`config.mk`:
```
export PLATFORM = sky130hd
export DESIGN_NAME = mpb_slave
export DESIGN_NICKNAME = d
export VERILOG_FILES = /design/src/rtl/mpb_pkg.sv /design/src/rtl/mpb_sync.sv /design/src/rtl/mpb_store.sv /design/src/rtl/mpb_ctrl.sv /design/src/rtl/mpb_slave.sv
export SDC_FILE = /design/constraint.sdc
export NUM_CORES = 1
export LEC_CHECK = 0
export BUFFER_PORTS_ARGS = -buffer_cell sky130_fd_sc_hd__buf_2
export CORE_MARGIN = 2
export CORE_UTILIZATION = 55
export CTS_CLUSTER_DIAMETER = 50
export DETAILED_ROUTE_END_ITERATION = 10
export PLACE_DENSITY_LB_ADDON = 0.2
export SKIP_CTS_REPAIR_TIMING = 1
export SYNTH_ARGS = -nofsm -noshare
export SYNTH_HDL_FRONTEND = slang
export SYNTH_SLANG_ARGS = --single-unit
```
`constraint.sdc`:
```
create_clock -name clk -period 3.5 [get_ports clk]
set_clock_uncertainty 0.15 [all_clocks]
set_input_delay 0.7 -clock clk [delete_from_list [all_inputs] [get_ports clk]]
set_output_delay 0.7 -clock clk [all_outputs]
set_load 0.005 [all_outputs]
```
`src/rtl/mpb_pkg.sv`:
```
package mpb_pkg;

    localparam int ADDR_W_DEF = 15;
    localparam int DATA_W_DEF = 8;
    localparam int MEM_AW_DEF = 5;
    localparam int LAT_W_DEF  = 3;

    typedef enum logic [2:0] {
        ST_IDLE,
        ST_RD_WAIT,
        ST_RD_DONE,
        ST_DRAIN,
        ST_WR_ACT,
        ST_WR_ACK
    } mpb_state_e;

endpackage

```
`src/rtl/mpb_sync.sv`:
```
module mpb_sync #(
    parameter int             W       = 1,
    parameter int             STAGES  = 2,
    parameter logic [W-1:0]   RST_VAL = '0
) (
    input  logic         clk,
    input  logic         rst_n,
    input  logic [W-1:0] din,
    output logic [W-1:0] dout
);

    logic [W-1:0] stg_d [STAGES];
    logic [W-1:0] stg_q [STAGES];

    always_comb begin
        stg_d[0] = din;
        for (int i = 1; i < STAGES; i++) begin
            stg_d[i] = stg_q[i-1];
        end
    end

    always_ff @(posedge clk or negedge rst_n) begin
        if (!rst_n) begin
            for (int i = 0; i < STAGES; i++) stg_q[i] <= RST_VAL;
        end else begin
            for (int i = 0; i < STAGES; i++) stg_q[i] <= stg_d[i];
        end
    end

    assign dout = stg_q[STAGES-1];

endmodule

```
`src/rtl/mpb_store.sv`:
```
module mpb_store #(
    parameter int ADDR_W = mpb_pkg::ADDR_W_DEF,
    parameter int DATA_W = mpb_pkg::DATA_W_DEF,
    parameter int MEM_AW = mpb_pkg::MEM_AW_DEF,
    parameter int LAT_W  = mpb_pkg::LAT_W_DEF
) (
    input  logic              clk,
    input  logic              rst_n,
    input  logic              req,
    input  logic [ADDR_W-1:0] req_addr,
    input  logic [LAT_W-1:0]  lat_sel,
    input  logic              wr_en,
    input  logic [ADDR_W-1:0] wr_addr,
    input  logic [DATA_W-1:0] wr_data,
    output logic              rsp_valid,
    output logic [DATA_W-1:0] rsp_data
);

    localparam int DEPTH = 1 << MEM_AW;
    localparam int CNT_W = LAT_W + 1;

    typedef struct packed {
        logic [CNT_W-1:0]  cnt;
        logic [ADDR_W-1:0] addr;
        logic              rsp_valid;
        logic [DATA_W-1:0] rsp_data;
    } port_s;

    port_s             port_d, port_q;
    logic [DATA_W-1:0] mem_d [DEPTH];
    logic [DATA_W-1:0] mem_q [DEPTH];

    logic wr_hit;
    logic rd_hit;

    assign wr_hit = (wr_addr[ADDR_W-1:MEM_AW] == '0);
    assign rd_hit = (port_q.addr[ADDR_W-1:MEM_AW] == '0);

    always_comb begin
        mem_d = mem_q;
        if (wr_en && wr_hit) begin
            mem_d[wr_addr[MEM_AW-1:0]] = wr_data;
        end

        port_d           = port_q;
        port_d.rsp_valid = 1'b0;
        if (req) begin
            port_d.cnt  = CNT_W'(lat_sel) + CNT_W'(1);
            port_d.addr = req_addr;
        end else if (port_q.cnt != '0) begin
            port_d.cnt = port_q.cnt - CNT_W'(1);
            if (port_q.cnt == CNT_W'(1)) begin
                port_d.rsp_valid = 1'b1;
                port_d.rsp_data  = rd_hit ? mem_q[port_q.addr[MEM_AW-1:0]] : '0;
            end
        end
    end

    always_ff @(posedge clk or negedge rst_n) begin
        if (!rst_n) begin
            port_q <= '0;
            for (int i = 0; i < DEPTH; i++) mem_q[i] <= '0;
        end else begin
            port_q <= port_d;
            for (int i = 0; i < DEPTH; i++) mem_q[i] <= mem_d[i];
        end
    end

    assign rsp_valid = port_q.rsp_valid;
    assign rsp_data  = port_q.rsp_data;

    // a new request only arrives when nothing is in flight
    a_r5_no_overlap: assert property (@(posedge clk) disable iff (!rst_n)
        req |-> (port_q.cnt == '0));

    // a response is produced only at the end of a countdown
    a_r5_rsp_after_count: assert property (@(posedge clk) disable iff (!rst_n)
        port_q.rsp_valid |-> ($past(port_q.cnt) == CNT_W'(1)));

endmodule

```
`src/rtl/mpb_ctrl.sv`:
```
module mpb_ctrl #(
    parameter int ADDR_W = mpb_pkg::ADDR_W_DEF,
    parameter int DATA_W = mpb_pkg::DATA_W_DEF
) (
    input  logic              clk,
    input  logic              rst_n,
    input  logic              mode_s,
    input  logic              cs_s,
    input  logic              ale_s,
    input  logic              rd_s,
    input  logic              wr_s,
    input  logic [ADDR_W-1:0] addr_in,
    input  logic [DATA_W-1:0] din,
    input  logic              rsp_valid,
    input  logic [DATA_W-1:0] rsp_data,
    output logic              req,
    output logic [ADDR_W-1:0] req_addr,
    output logic              wr_en,
    output logic [ADDR_W-1:0] wr_addr,
    output logic [DATA_W-1:0] wr_data,
    output logic              rdy,
    output logic [DATA_W-1:0] hold
);
    import mpb_pkg::*;

    typedef struct packed {
        mpb_state_e        state;
        logic              rdy;
        logic [ADDR_W-1:0] addr;
        logic [DATA_W-1:0] hold;
        logic              rd_p;
        logic              wr_p;
    } ctl_s;

    ctl_s ctl_d, ctl_q;

    logic active;
    logic rd_fall;
    logic wr_fall;

    assign active  = !mode_s && !cs_s;
    assign rd_fall = ctl_q.rd_p && !rd_s;
    assign wr_fall = ctl_q.wr_p && !wr_s;

    always_comb begin
        ctl_d      = ctl_q;
        ctl_d.rd_p = rd_s;
        ctl_d.wr_p = wr_s;
        req        = 1'b0;
        req_addr   = ctl_q.addr;
        wr_en      = 1'b0;
        wr_addr    = ctl_q.addr;
        wr_data    = din;

        if (ale_s && active) begin
            ctl_d.addr = addr_in;
        end

        unique case (ctl_q.state)
            ST_IDLE: begin
                ctl_d.rdy = 1'b1;
                if (active && rd_fall) begin
                    req         = 1'b1;
                    ctl_d.state = ST_RD_WAIT;
                    ctl_d.rdy   = 1'b0;
                end else if (active && wr_fall) begin
                    ctl_d.state = ST_WR_ACT;
                    ctl_d.rdy   = 1'b0;
                end
            end
            ST_RD_WAIT: begin
                if (!active || rd_s) begin
                    ctl_d.rdy   = 1'b1;
                    ctl_d.state = rsp_valid ? ST_IDLE : ST_DRAIN;
                end else if (rsp_valid) begin
                    ctl_d.hold  = rsp_data;
                    ctl_d.rdy   = 1'b1;
                    ctl_d.state = ST_RD_DONE;
                end
            end
            ST_RD_DONE: begin
                if (!active || rd_s) begin
                    ctl_d.state = ST_IDLE;
                end
            end
            ST_DRAIN: begin
                ctl_d.rdy = 1'b1;
                if (rsp_valid) begin
                    ctl_d.state = ST_IDLE;
                end
            end
            ST_WR_ACT: begin
                ctl_d.rdy = 1'b1;
                if (!active) begin
                    ctl_d.state = ST_IDLE;
                end else if (wr_s) begin
                    wr_en       = 1'b1;
                    ctl_d.state = ST_IDLE;
                end else begin
                    ctl_d.state = ST_WR_ACK;
                end
            end
            ST_WR_ACK: begin
                if (!active) begin
                    ctl_d.state = ST_IDLE;
                end else if (wr_s) begin
                    wr_en       = 1'b1;
                    ctl_d.state = ST_IDLE;
                end
            end
            default: begin
                ctl_d.state = ST_IDLE;
                ctl_d.rdy   = 1'b1;
            end
        endcase
    end

    always_ff @(posedge clk or negedge rst_n) begin
        if (!rst_n) begin
            ctl_q       <= '0;
            ctl_q.state <= ST_IDLE;
            ctl_q.rdy   <= 1'b1;
            ctl_q.rd_p  <= 1'b1;
            ctl_q.wr_p  <= 1'b1;
        end else begin
            ctl_q <= ctl_d;
        end
    end

    assign rdy  = ctl_q.rdy;
    assign hold = ctl_q.hold;

    // a detected read strobe pulls ready low on the next edge
    a_r4_ready_drops: assert property (@(posedge clk) disable iff (!rst_n)
        (ctl_q.state == ST_IDLE && active && rd_fall) |=> !rdy);

    // ready rises in a read only after the store has answered
    a_r5_ready_after_data: assert property (@(posedge clk) disable iff (!rst_n)
        ($rose(rdy) && ctl_q.state == ST_RD_DONE) |-> $past(rsp_valid));

    // ready idles high
    a_r11_idle_ready: assert property (@(posedge clk) disable iff (!rst_n)
        (ctl_q.state == ST_IDLE) |-> rdy);

    // a commit needs a selected Intel-style cycle
    a_r8_commit_selected: assert property (@(posedge clk) disable iff (!rst_n)
        wr_en |-> (!cs_s && !mode_s));

    // the latch holds while latch-enable is low
    a_r2_addr_frozen: assert property (@(posedge clk) disable iff (!rst_n)
        !ale_s |=> $stable(ctl_q.addr));

endmodule

```
`src/rtl/mpb_slave.sv`:
```
module mpb_slave #(
    parameter int ADDR_W = mpb_pkg::ADDR_W_DEF,
    parameter int DATA_W = mpb_pkg::DATA_W_DEF,
    parameter int MEM_AW = mpb_pkg::MEM_AW_DEF,
    parameter int LAT_W  = mpb_pkg::LAT_W_DEF,
    parameter int SYNC_N = 2
) (
    input  logic              clk,
    input  logic              rst_n,
    input  logic              mode_sel,
    input  logic              cs_n,
    input  logic              ale,
    input  logic              rd_n,
    input  logic              wr_n,
    input  logic [ADDR_W-1:0] addr,
    input  logic [LAT_W-1:0]  lat_sel,
    input  logic [DATA_W-1:0] bus_din,
    output logic [DATA_W-1:0] bus_dout,
    output logic              bus_oe,
    output logic              rdy
);

    localparam int CTL_W = 5;

    logic [CTL_W-1:0]  ctl_raw, ctl_s;
    logic              mode_s, cs_s, ale_s, rd_s, wr_s;
    logic              req, wr_en, rsp_valid;
    logic [ADDR_W-1:0] req_addr, wr_addr;
    logic [DATA_W-1:0] wr_data, rsp_data, hold;

    assign ctl_raw = {mode_sel, cs_n, ale, rd_n, wr_n};

    mpb_sync #(
        .W       (CTL_W),
        .STAGES  (SYNC_N),
        .RST_VAL (5'b01011)
    ) u_sync (
        .clk   (clk),
        .rst_n (rst_n),
        .din   (ctl_raw),
        .dout  (ctl_s)
    );

    assign {mode_s, cs_s, ale_s, rd_s, wr_s} = ctl_s;

    mpb_ctrl #(
        .ADDR_W (ADDR_W),
        .DATA_W (DATA_W)
    ) u_ctrl (
        .clk       (clk),
        .rst_n     (rst_n),
        .mode_s    (mode_s),
        .cs_s      (cs_s),
        .ale_s     (ale_s),
        .rd_s      (rd_s),
        .wr_s      (wr_s),
        .addr_in   (addr),
        .din       (bus_din),
        .rsp_valid (rsp_valid),
        .rsp_data  (rsp_data),
        .req       (req),
        .req_addr  (req_addr),
        .wr_en     (wr_en),
        .wr_addr   (wr_addr),
        .wr_data   (wr_data),
        .rdy       (rdy),
        .hold      (hold)
    );

    mpb_store #(
        .ADDR_W (ADDR_W),
        .DATA_W (DATA_W),
        .MEM_AW (MEM_AW),
        .LAT_W  (LAT_W)
    ) u_store (
        .clk       (clk),
        .rst_n     (rst_n),
        .req       (req),
        .req_addr  (req_addr),
        .lat_sel   (lat_sel),
        .wr_en     (wr_en),
        .wr_addr   (wr_addr),
        .wr_data   (wr_data),
        .rsp_valid (rsp_valid),
        .rsp_data  (rsp_data)
    );

    assign bus_oe   = !mode_sel && !cs_n && !rd_n;
    assign bus_dout = hold;

    // the bus is never driven while deselected
    a_r3_no_drive_deselected: assert property (@(posedge clk) disable iff (!rst_n)
        cs_s |-> !(bus_oe && !cs_n && $past(cs_n) && cs_s));

    // the other bus style never starts a write
    a_r9_mode_quiet: assert property (@(posedge clk) disable iff (!rst_n)
        (mode_s && $past(mode_s)) |-> rdy);

endmodule

```
==> results.json <==
{
  "status": "finished, violations left",
  "failed_checks": "design-rule violations",
  "ys_top_cells_by_area": "dfrtp_1 54%, mux2_2 23%, mux4_2 4.9%",
  "pwr-share-clk_pct": 36.3,
  "cts_tree": "yes",
  "ir_worst_vdd_v": 0.0003938,
  "ff2ff_setup_slack_ns": 0.35,
  "port-buffer-count": 42,
  "drc": 7,
  "die_h_microns": 167.3,
  "p_leak_nw": 7.388,
  "grt_max_degree": 83,
  "ant_nets": 0,
  "synth-seq-area-share_pct": 55.17,
  "start_kind": "flop",
  "cts_buffers": 36,
  "io_pins": 43,
  "start_util_pct": 56.14,
  "cts_root_buf": "clkbuf_16",
  "crit_chain": "nor4b_1 > nand4_2 > or4b_1 > nor2_2 > mux2_2",
  "clk_latency_ns": 0.51,
  "seqPwrFrac_pct": 42.7,
  "holdWs_ns": 0.03741,
  "cts_max_path_buffers": 3,
  "overflow": 0,
  "yosysWarnings": 0,
  "hold_class": "in -> async",
  "htreeDepth": 2,
  "netlist_area_sq_mm": 0.01467,
  "ys_types": 50,
  "finalPower_mw": 10.59,
  "synthArstFlopShare_pct": 100.0,
  "gr-usage-all-layers_pct": 24.49,
  "synth_enable_flop_cells": 0,
  "fmax_mhz": 317.4,
  "antenna_found_initial": 0,
  "nNetsFinal": 1098,
  "wl_per_cell_microns": 23.09,
  "p_per_area_mw_per_mm2": 644.0,
  "place_congestion": 0.8287,
  "drt_first_pass_iters": 7,
  "crit_family": "simple AND/OR/NAND/NOR gates",
  "drt-initial-drc-count": 627,
  "slowest_delay_ns": 0.75,
  "synth_top_cell_area_share_pct": 53.56,
  "vias": 8668,
  "tns_ns": 0,
  "area_delta_synth_final_pct": 12.08,
  "cp.arrival_ns": 3.39,
  "seqCellArea_sq_mm": 0.008100,
  "combinationalPowerShare_pct": 21.0,
  "fp.dieArea_sq_mm": 0.02800,
  "die_x_microns": 167.3,
  "antennaDiodeCount": 0,
  "cp_num_buf_inv": 0,
  "cp_max_fo": 8,
  "wirelength_microns": 32800,
  "post-route-period-util_pct": 90.01,
  "dp_hpwl_microns": 21320,
  "slew_headroom_pct": 37.35,
  "num_rows": 59,
  "critPathRequiredTime_ns": 3.74,
  "synthCells": 1032,
  "drt-vias-per-instance": 6.100,
  "first_global_vias": 9106,
  "setup_viol": 0,
  "rsz0062_at_grt": "no",
  "coreArea_sq_mm": 0.02613,
  "fillCellCount": 1949,
  "critPathSlowestCell": "or4b_1",
  "synthFlopType": "dfrtp_1",
  "internal_power_mw": 7.460,
  "syn_area_per_cell_sq_um": 14.22,
  "mostFrequentLayoutCells": "311 x dfrtp_1, 295 x mux2_2, 67 x mux2i_1",
  "cts.sinks": 323,
  "tightest_slew_ns": 0.9397,
  "fin_cells": 1421,
  "finalCriticalPeriod_ns": 3.150,
  "grt_first_pass_wirelength_microns": 53030,
  "synth_area_leader_cell": "dfrtp_1",
  "net-switching-power_mw": 3.130,
  "slew_viol_final": 0,
  "multi_input_area_sq_mm": 0.006218,
  "drive_above_1_share_pct": 44.66,
  "final_common_cell": "dfrtp_1",
  "max_cap_violations": 0,
  "critPathCaptureType": "flop",
  "hold_viol": 0,
  "clk_transition_reported_paths_ns": 0.05,
  "synth_seq_cells": 323,
  "swShare_pct": 29.56,
  "critPathKind": "reg -> reg",
  "syn-num-nets": 1068,
  "dp_cells": 1359
}
[cell usage after synthesis (8+ instances only)]
master and count:
a21oi_1 25, a22oi_1 22, buf_2 12, buf_4 8
clkbuf_1 53, dfrtp_1 314, dfstp_2 9, mux2_2 295
mux2i_1 67, mux4_2 32, nand2_1 27, nand2b_1 10
nor2_1 11, nor2_2 12, nor2b_1 15, nor3_1 14
o21ai_0 8
[cell families (layout without fill, tap and decap cells)]
group	count (synthesis)	count (layout)	share of synthesized area, %
multiplexers	394	394	32.13
flip-flops	323	323	55.17
AND/OR/NAND/NOR	129	129	5.347
AO/OA/AOI/OAI	96	96	4.503
buffers and inverters	85	139	2.482
adder cells (fa/ha/maj)	3	3	0.2559
XOR/XNOR	2	2	0.1194
[power by group through the flow]
stage	Combinational, mW	Clock, mW	Sequential, mW
after floorplan	1.76	0	4.20
after global placement	2.19	0	4.57
after detailed placement	2.22	0	4.58
after CTS	2.22	3.91	4.51
after global routing	2.40	4.05	4.57
final	2.22	3.84	4.52
[final timing paths]
| path | startpoint | endpoint | depth (start not counted) |
|---|---|---|---|
| worst max-delay path | u_sync.dout[0] | u_store.mem_q[209] | 5 |
| worst min-delay path | rst_n | u_ctrl.ctl_q[26] | 1 |
| worst max register to register | u_sync.dout[0] | u_store.mem_q[209] | 5 |
| worst min register to register | u_sync.stg_d[4] | u_sync.dout[4] | 0 |
| max in group asynchronous | rst_n | u_store.mem_q[42] | 2 |
| min in group clk | wr_n | u_sync.stg_d[0] | 1 |
[routing by layer]
metal	wire length (microns)	part of all wire, %	GRT usage [%]	up-vias
li1	-	-	-	3862
met1	15460	47	35.90	4569
met2	15090	46	37.99	181
met3	1450	4.4	3.853	56
met4	802	2.4	7.599	0
met5	0	0	0.6957	-
[area by class of cell]
type                       instances  area share, %
clock buffer                      56          6.551
clock inverter                     6         0.8217
inverter                           7         0.1598
multi-input combinational        624          37.81
sequential                       323          49.26
tap                              335          2.549
timing repair buffer              70          2.846
[state kept, by name, summed over array words and instances, names as in the netlist]
register           cells
u_ctrl.ctl_q           5
u_ctrl.hold            8
u_ctrl.rdy             1
u_ctrl.req_addr       15
u_store.mem_q        256
u_store.port_q        19
u_store.rsp_data       8
u_store.rsp_valid      1
u_sync.dout            5
u_sync.stg_d           5
[per-stage QoR]
step           instance area (sq um)  util, %  setup WS [ns]
6_report                       16440    62.93         0.3497
3_5_place_dp                   15230    58.29         0.3416
2_1_floorplan                  14670        -         0.8599
4_1_cts                        16440    62.93         0.3503
5_1_grt                        16440    62.93         0.2233
3_3_place_gp                   15230    58.29         0.2947
(Power assumes the default switching activity.)
